<file path="src/rtl/tmu3_pkg.sv">
package tmu3_pkg;

  localparam int PRE_W       = 12;
  localparam int CTL_IE_BIT  = 5;
  localparam int CTL_UF_BIT  = 8;
  localparam logic [2:0] SEL_RTC = 3'd6;
  localparam logic [2:0] SEL_EXT = 3'd7;

  // Terminal prescaler value for selects 0..5: divide of 4^(sel+1), minus one.
  function automatic logic [PRE_W-1:0] pre_limit(input logic [2:0] sel);
    logic [PRE_W+1:0] d;
    d = (PRE_W+2)'(4) << (2 * sel);
    return PRE_W'(d - 1'b1);
  endfunction

endpackage

</file>
<file path="src/rtl/tmu3_prescale.sv">
module tmu3_prescale
  import tmu3_pkg::*;
(
  input  logic       clk,
  input  logic       rst_n,
  input  logic       pclk_en,
  input  logic       rtc_tick,
  input  logic       ext_tick,
  input  logic       run,
  input  logic       restart,
  input  logic [2:0] sel,
  output logic       tick
);

  logic [PRE_W-1:0] pre_q, pre_n;
  logic             div_src;

  assign div_src = (sel != SEL_RTC) && (sel != SEL_EXT);

  always_comb begin
    pre_n = pre_q;
    tick  = 1'b0;
    if (restart) begin
      pre_n = '0;
    end else if (run && div_src) begin
      if (pclk_en) begin
        if (pre_q >= pre_limit(sel)) begin
          pre_n = '0;
          tick  = 1'b1;
        end else begin
          pre_n = pre_q + 1'b1;
        end
      end
    end else if (run) begin
      tick = (sel == SEL_EXT) ? ext_tick : rtc_tick;
    end
  end

  always_ff @(posedge clk or negedge rst_n) begin
    if (!rst_n) pre_q <= '0;
    else        pre_q <= pre_n;
  end

endmodule

</file>
<file path="src/rtl/tmu3_channel.sv">
module tmu3_channel
  import tmu3_pkg::*;
#(
  parameter int CNT_W = 32
) (
  input  logic             clk,
  input  logic             rst_n,
  input  logic             tick,
  input  logic             wr_ctrl,
  input  logic             wr_rel,
  input  logic             wr_cnt,
  input  logic [CNT_W-1:0] wdata,
  output logic [CNT_W-1:0] cnt,
  output logic [CNT_W-1:0] rel,
  output logic [2:0]       sel,
  output logic             ie,
  output logic             flag,
  output logic             uf,
  output logic             irq
);

  logic [CNT_W-1:0] cnt_n, rel_n;
  logic [2:0]       sel_n;
  logic             ie_n, flag_n;

  assign uf = tick && !wr_cnt && (cnt == '0);

  always_comb begin
    cnt_n  = cnt;
    rel_n  = rel;
    sel_n  = sel;
    ie_n   = ie;
    flag_n = flag;
    if (wr_cnt)
      cnt_n = wdata;
    else if (tick)
      cnt_n = (cnt == '0) ? rel : cnt - 1'b1;
    if (wr_rel)
      rel_n = wdata;
    if (wr_ctrl) begin
      sel_n  = wdata[2:0];
      ie_n   = wdata[CTL_IE_BIT];
      flag_n = flag & wdata[CTL_UF_BIT];
    end
    flag_n = flag_n | uf;
  end

  always_ff @(posedge clk or negedge rst_n) begin
    if (!rst_n) begin
      cnt  <= '1;
      rel  <= '1;
      sel  <= '0;
      ie   <= 1'b0;
      flag <= 1'b0;
    end else begin
      cnt  <= cnt_n;
      rel  <= rel_n;
      sel  <= sel_n;
      ie   <= ie_n;
      flag <= flag_n;
    end
  end

  assign irq = flag & ie;

endmodule

</file>
<file path="src/rtl/tmu3_timer.sv">
module tmu3_timer
  import tmu3_pkg::*;
#(
  parameter int NCH    = 3,
  parameter int CNT_W  = 32,
  parameter int ADDR_W = 6
) (
  input  logic              clk,
  input  logic              rst_n,
  input  logic              pclk_en,
  input  logic              rtc_tick,
  input  logic              ext_tick,
  input  logic              bus_wr,
  input  logic [ADDR_W-1:0] bus_addr,
  input  logic [CNT_W-1:0]  bus_wdata,
  output logic [CNT_W-1:0]  bus_rdata,
  output logic [NCH-1:0]    irq
);

  localparam int WORD_W = ADDR_W - 2;
  localparam int REGS   = 3;

  logic [WORD_W-1:0]           word;
  logic [NCH-1:0]              run_q, run_n;
  logic [NCH-1:0]              wr_run, start_rise;
  logic [NCH-1:0]              wr_ctrl, wr_rel, wr_cnt, restart;
  logic [NCH-1:0]              tick, uf, flag, ie;
  logic [NCH-1:0][CNT_W-1:0]   cnt, rel;
  logic [NCH-1:0][2:0]         sel;

  assign word = bus_addr[ADDR_W-1:2];

  always_comb begin
    run_n = run_q;
    if (bus_wr && word == '0)
      run_n = bus_wdata[NCH-1:0];
  end

  always_ff @(posedge clk or negedge rst_n) begin
    if (!rst_n) run_q <= '0;
    else        run_q <= run_n;
  end

  for (genvar k = 0; k < NCH; k++) begin : g_ch
    localparam logic [WORD_W-1:0] W_CTRL = WORD_W'(1 + REGS * k);
    localparam logic [WORD_W-1:0] W_REL  = WORD_W'(2 + REGS * k);
    localparam logic [WORD_W-1:0] W_CNT  = WORD_W'(3 + REGS * k);

    assign wr_run[k]     = bus_wr && (word == '0);
    assign start_rise[k] = wr_run[k] && bus_wdata[k] && !run_q[k];
    assign wr_ctrl[k]    = bus_wr && (word == W_CTRL);
    assign wr_rel[k]     = bus_wr && (word == W_REL);
    assign wr_cnt[k]     = bus_wr && (word == W_CNT);
    assign restart[k]    = start_rise[k] || wr_cnt[k];

    tmu3_prescale u_pre (
      .clk      (clk),
      .rst_n    (rst_n),
      .pclk_en  (pclk_en),
      .rtc_tick (rtc_tick),
      .ext_tick (ext_tick),
      .run      (run_q[k]),
      .restart  (restart[k]),
      .sel      (sel[k]),
      .tick     (tick[k])
    );

    tmu3_channel #(.CNT_W(CNT_W)) u_ch (
      .clk     (clk),
      .rst_n   (rst_n),
      .tick    (tick[k]),
      .wr_ctrl (wr_ctrl[k]),
      .wr_rel  (wr_rel[k]),
      .wr_cnt  (wr_cnt[k]),
      .wdata   (bus_wdata),
      .cnt     (cnt[k]),
      .rel     (rel[k]),
      .sel     (sel[k]),
      .ie      (ie[k]),
      .flag    (flag[k]),
      .uf      (uf[k]),
      .irq     (irq[k])
    );
  end

  always_comb begin
    bus_rdata = '0;
    if (word == '0)
      bus_rdata[NCH-1:0] = run_q;
    for (int k = 0; k < NCH; k++) begin
      if (word == WORD_W'(1 + REGS * k)) begin
        bus_rdata[2:0]        = sel[k];
        bus_rdata[CTL_IE_BIT] = ie[k];
        bus_rdata[CTL_UF_BIT] = flag[k];
      end
      if (word == WORD_W'(2 + REGS * k))
        bus_rdata = rel[k];
      if (word == WORD_W'(3 + REGS * k))
        bus_rdata = cnt[k];
    end
  end

endmodule

</file>
<file path="config.mk">
export PLATFORM = sky130hd
export DESIGN_NAME = tmu3_timer
export DESIGN_NICKNAME = d
export VERILOG_FILES = /design/src/rtl/tmu3_pkg.sv /design/src/rtl/tmu3_prescale.sv /design/src/rtl/tmu3_channel.sv /design/src/rtl/tmu3_timer.sv
export SDC_FILE = /design/constraint.sdc
export NUM_CORES = 1
export LEC_CHECK = 0
export BUFFER_PORTS_ARGS = -buffer_cell sky130_fd_sc_hd__buf_2
export CORE_ASPECT_RATIO = 1.5
export CORE_MARGIN = 4
export CORE_UTILIZATION = 28
export CTS_BUF_LIST = sky130_fd_sc_hd__clkbuf_16
export DETAILED_ROUTE_END_ITERATION = 10
export GPL_TIMING_DRIVEN = 1
export MAX_ROUTING_LAYER = met4
export PLACE_DENSITY = 0.54
export SYNTH_ARGS = -nofsm -noshare
export SYNTH_HDL_FRONTEND = slang
export SYNTH_SLANG_ARGS = --single-unit
export TNS_END_PERCENT = 10
</file>
<file path="constraint.sdc">
create_clock -name clk -period 2.6 [get_ports clk]
set_clock_uncertainty 0.05 [all_clocks]
set_input_delay 0.39 -clock clk [delete_from_list [all_inputs] [get_ports clk]]
set_output_delay 0.39 -clock clk [all_outputs]
set_load 0.05 [all_outputs]
</file>
# Word level (Yosys, flattened, before mapping)
# Cells that the tools add are included.
# totals
output_inout_bits,35
wordCells,172
input_bits,44
ff_bits,246
# classes
reduce_logical,53
magnitude_cmp,3
n_shift,3
n_bitwise,9
mux,58
n_addsub,9
eq_ne,18
# ops
operator,n
two-way mux 32 bit,15
two-way mux 12 bit,12
zero test 32 bit,3
subtractor 32 x 1 -> 32 bit (second input constant),3
adder 12 x 1 -> 12 bit (second input constant),3
greater-or-equal comparator 12 bit,3
left shift 3 x 4 -> 12 bit (first input constant),3
subtractor 12 x 1 -> 12 bit (second input constant),3
logical AND 1 bit,28
two-way mux 1 bit,27
inequality test 3 bit (second input constant),6
nonzero test 2 bit,9
equality test 4 x 3 -> 1 bit (second input constant),4
two-way mux 3 bit,4
equality test 3 bit (second input constant),3
equality test 4 x 2 -> 1 bit (second input constant),2
equality test 4 bit (second input constant),2
bitwise AND 1 bit,6
zero test 1 bit,6
AND reduction 2 bit,3
equality test 4 x 1 -> 1 bit (second input constant),1
zero test 4 bit,1
logical OR 1 bit,3
OR 1 bit,3

# Depth between registers and ports, before layout
# depth
ltp_word,11
depth_mapped,11
mapped_depth_nobuf,8

# Cells and area by module
# Synthesis repeated with hierarchy kept, for this count alone.
# unflattened
cells_unflattened,1784
area_unflattened_um2,16761.1
# modules_own_cells
mod,seq_area_each_um2,n_inst,area_per_inst_um2,cells_each
tmu3_channel,1806.7,3,3986.3,392
tmu3_timer,75.1,1,1894.3,275
tmu3_prescale at g_ch[1].u_pre,300.3,1,973.4,108
tmu3_prescale at g_ch[0].u_pre,300.3,1,968.4,107
tmu3_prescale at g_ch[2].u_pre,300.3,1,965.9,118

# Least setup slack after synthesis
# Ideal clock, no wire load.
# synth_timing
path_type,input to output
startpoint,input port bus_addr[3]
endpoint,output port bus_rdata[25]
path_slack_ns,-0.382
n_path_buf,3
t_arrival_ns,2.542
path_stages,7
required_ns,2.160
cell_sequence,clkbuf_1 nor3b_1 clkbuf_1 buf_1 a22o_1 nand2_1 a31oi_1
# synth_via
elab_chain_len,7
word_cells_on_any_way,12
classes_between,6 x eq/ne; 6 x mux
# synth_lines
item,line_no,source
"start, declared",tmu3_timer.sv:14,"input logic [ADDR_W-1:0] bus_addr,"
equality test 4 x 2 -> 1 bit,tmu3_timer.sv:96,if (word == WORD_W'(2 + REGS * k))
two-way mux 32 bit,tmu3_timer.sv:96,
two-way mux 32 bit,tmu3_timer.sv:98,if (word == WORD_W'(3 + REGS * k))
two-way mux 32 bit,tmu3_timer.sv:96,
two-way mux 32 bit,tmu3_timer.sv:98,
two-way mux 32 bit,tmu3_timer.sv:96,
two-way mux 32 bit *,tmu3_timer.sv:98,
"end, declared",tmu3_timer.sv:16,"output logic [CNT_W-1:0] bus_rdata,"
# Mark *: on every way between the ends. The rest lies on a longest branch, timed or not.

# Worst setup path in the final report
# layout_timing
startpoint,register g_ch[1].u_ch.cnt[26]
endpoint,register g_ch[1].u_ch.cnt[15]
# layout_via
elab_chain_len,4
# layout_lines
item,line_no,source
"start, declared",tmu3_channel.sv:13,"output logic [CNT_W-1:0] cnt,"
"start signal, assigned",tmu3_channel.sv:56,cnt <= cnt_n;
zero test 32 bit,tmu3_channel.sv:37,cnt_n = (cnt == '0) ? rel : cnt - 1'b1;
two-way mux 32 bit,tmu3_channel.sv:37,
two-way mux 32 bit,tmu3_channel.sv:36,else if (tick)
two-way mux 32 bit,tmu3_channel.sv:34,if (wr_cnt)
# No other way between the ends. The select of a mux whose other input is x is not followed.
# A chain may end at the register's enable or synchronous reset.

==> impl_metrics.tcl <==
set metrics [dict create \
    status "complete, but fails checks" \
    violations "setup timing" \
    drc 0 \
    comb_power_share 0.339 \
    synth-seq-cells 246 \
    syn_nets 1937 \
    gp_congestion 0.9820 \
    avgRoutedWirePerCell_um 23.95 \
    max_freq_mhz 379.3 \
    start_util 0.2821 \
    drv_slew 0 \
    pwr-share-seq 0.412 \
    tritoncts "done" \
    finalCriticalPeriod_ns 2.636 \
    powerDensity_nw_per_um2 807.2 \
    first_pass_iters 5 \
    synth_compound_area_frac 0.2327 \
    worstMarginPinSlew_ns 0.6385 \
    grt_first_pass_wirelength_mm 101.5 \
    post-route-util 0.3606 \
    cts_max_path_buffers 3 \
    drtAntennaViolNets 0 \
    layout_setup_ws_ns -0.03640 \
    die_y_um 303.6 \
    antenna_found_initial 3 \
    slew_headroom 0.5710 \
    ir_worst_vdd_uv 478.5 \
    period_share 1.014 \
    fp.dieArea_sq_um 62280 \
    synthSimpleGateAreaFrac 0.1820 \
    fp-row-count 108 \
    fp.dieW_um 205.1 \
    synth-edff-count 0 \
    synth_top_family_by_area "compound AO/OA/AOI/OAI gates" \
    synth_xor_xnor_area_share 0.02201 \
    synth-seq-area-share 0.3920 \
    grt_max_degree 62 \
    grt_pass1_vias 16160 \
    holdWs_ns 0.03823 \
    ys_warn_count 0 \
    cts.sinks 246 \
    final_cell_mix "192 x dfstp_2, 183 x nand2_1, 183 x buf_4, 140 x nor2_1, 113 x mux2_2" \
    cts_hold_buf 0 \
    pre_cts_slack_ns -0.2762 \
    core_sq_um 57840 \
    finalSetupViolCount 5 \
    pwr-share-clk 0.249 \
    critPathKind "reg2reg" \
    r2r_start "g_ch[1].u_ch.cnt[26]$_DFFE_PN1P_" \
    syn_inst 1854 \
    path_max_fanout 8 \
    numCtsBuffers 29 \
    cp.required_ns 3.04 \
    vias 15940 \
    io_pins 79 \
    drtIter0Drc 1191 \
    syn_area_sq_um 16320 \
    hold_violations 0 \
    clock_latency_ns 0.58 \
    grt_usage 0.2154 \
    mostFrequentLayoutCell "dfstp_2" \
    switching_share 0.3702 \
    power.switching_mw 6.232 \
    synthMuxAreaShare 0.09548 \
    synthToLayoutAreaGrowth_pct 27.84 \
    endpoint_kind "flip-flop" \
    r2r_end "g_ch[1].u_ch.cnt[15]$_DFFE_PN1P_" \
    grt_setup_unrepaired "true" \
    h-tree-depth 1 \
    synthFlopType "dfstp_2" \
    max_cap_viol_count 0 \
    syn_avg_cell_area_sq_um 8.800 \
    io_buffer_count 76 \
    critPathArrivalTime_ns 3.08 \
    p_leak_nw 8.200 \
    synthAdderAreaFrac 0.02991 \
    grt_remaining_overflow 0 \
    cts-root-buf "clkbuf_16" \
    async_reset_ff_frac 1.000 \
    final_nets 2113 \
    clkSlewWorstSetupHoldPaths_ns 0.07 \
    r2r_slack_ns -0.04 \
    hpwlAfterDp_mm 51.05 \
    drive_gt1_frac 0.3648 \
    cp-start-kind "flip-flop" \
    hp-class "in2async" \
    p_int_mw 10.60 \
    reg2reg_depth 7 \
    via_per_inst 5.639 \
    wirelength_mm 67.68 \
    yosys.cell_types.count 76 \
]
==> stage by stage <==
| stage | setup TNS [ns] | total power, mW | instance area (sq um) | cells |
|---|---|---|---|---|
| 6_report | -0.1290 | 16.84 | 20860 | 2826 |
| 5_1_grt | -3.677 | 17.70 | 20860 | 2826 |
| 4_1_cts | -0.2052 | 16.71 | 20480 | 2816 |
| 3_5_place_dp | -6.205 | 12.37 | 19400 | 2759 |
| 3_3_place_gp | -4.605 | 12.25 | 19400 | 2759 |
| 2_1_floorplan | -7.617 | 9.731 | 16450 | 1854 |
==> power by group through the flow <==
stage	Sequential, mW	Clock, mW	Combinational (mW)
after detailed placement	6.92	0	5.45
after CTS	6.87	4.29	5.56
final	6.94	4.19	5.71
after global routing	7.07	4.43	6.21
after floorplan	6.29	0	3.44
after global placement	6.89	0	5.36
==> flip-flops by register name (all words and copies together) (netlist names) <==
register          count
g_ch.u_ch.cnt        96
g_ch.u_ch.rel        96
g_ch.u_pre.pre_q     36
g_ch.u_ch.sel         9
g_ch.u_ch.flag        3
g_ch.u_ch.ie          3
run_q                 3
==> critical path, cell delays in order (launching register included) <==
cell and delay (ns):
dfstp_2 0.37, or4_1 0.57, or4_4 0.54, or3_4 0.36
buf_8 0.16, mux2_4 0.30, a21oi_2 0.13, a21oi_1 0.08
==> area by class of cell <==
| cell class | instances | area (sq um) |
|---|---|---|
| inverter | 38 | 142.6 |
| antenna | 3 | 7.507 |
| multi-input combinational | 1421 | 9718 |
| sequential | 246 | 6401 |
| clock inverter | 25 | 212.7 |
| fill | 6018 | 36980 |
| tap | 770 | 963.4 |
| clock buffer | 29 | 725.7 |
| timing repair buffer | 294 | 2686 |
==> synth_stat cells (all sizes together), types with 19 or more instances <==
library cell    n  area, sq um
inv            38        142.6
xnor2          22        192.7
buf            20        121.4
mux2i          27        270.3
nor2          150        563.0
a21oi         117        589.3
xor2           19        166.4
a22oi          43        322.8
nand3          65        325.3
ha             39        488.0
dfstp         192         5045
o21ai         138        694.4
dfrtp          54         1351
clkbuf        129        485.5
nand2         185        694.4
mux2          114         1287
or3            26        162.7
a211oi         20        150.1
nor4           24        162.7
a31oi          50        312.8
nand4          20        125.1
nor3           51        255.2
o31ai          20        155.1
o211ai         47        352.8
==> how the worst max path moves through the flow <==
stage	startpoint	endpoint	cells past startpoint
detailed placement	g_ch[1].u_ch.cnt[0]$_DFFE_PN1P_	g_ch[1].u_ch.cnt[15]$_DFFE_PN1P_	9
CTS	g_ch[0].u_ch.sel[1]$_DFFE_PN0P_	bus_rdata[1]	8
finish	g_ch[1].u_ch.cnt[26]$_DFFE_PN1P_	g_ch[1].u_ch.cnt[15]$_DFFE_PN1P_	7
global placement	g_ch[1].u_ch.cnt[0]$_DFFE_PN1P_	g_ch[1].u_ch.cnt[15]$_DFFE_PN1P_	9
global route	g_ch[1].u_ch.sel[0]$_DFFE_PN0P_	g_ch[1].u_ch.cnt[22]$_DFFE_PN1P_	12
floorplan	bus_addr[2]	bus_rdata[17]	6
==> routing by layer <==
| layer | part of all wire | track usage |
|---|---|---|
| met4 | 0.053 | 0.1032 |
| met2 | 0.52 | 0.3768 |
| met3 | 0.048 | 0.02016 |
| met1 | 0.38 | 0.2459 |
| met5 | 0 | - |
==> logic make-up after synthesis <==
logic type,Yosys count
AND/OR/NAND/NOR,618
AO/OA/AOI/OAI,582
flip-flops,246
buffers and inverters,187
multiplexers,141
XOR/XNOR,41
adder cells (fa/ha/maj),39
==> what timing repair did <==
item	CTS	global route
resized for setup	29	93
buffers inserted	3	7
cloned	0	1
setup endpoints to repair	78	118
pin swaps	8	20
(Power assumes the default switching activity.)
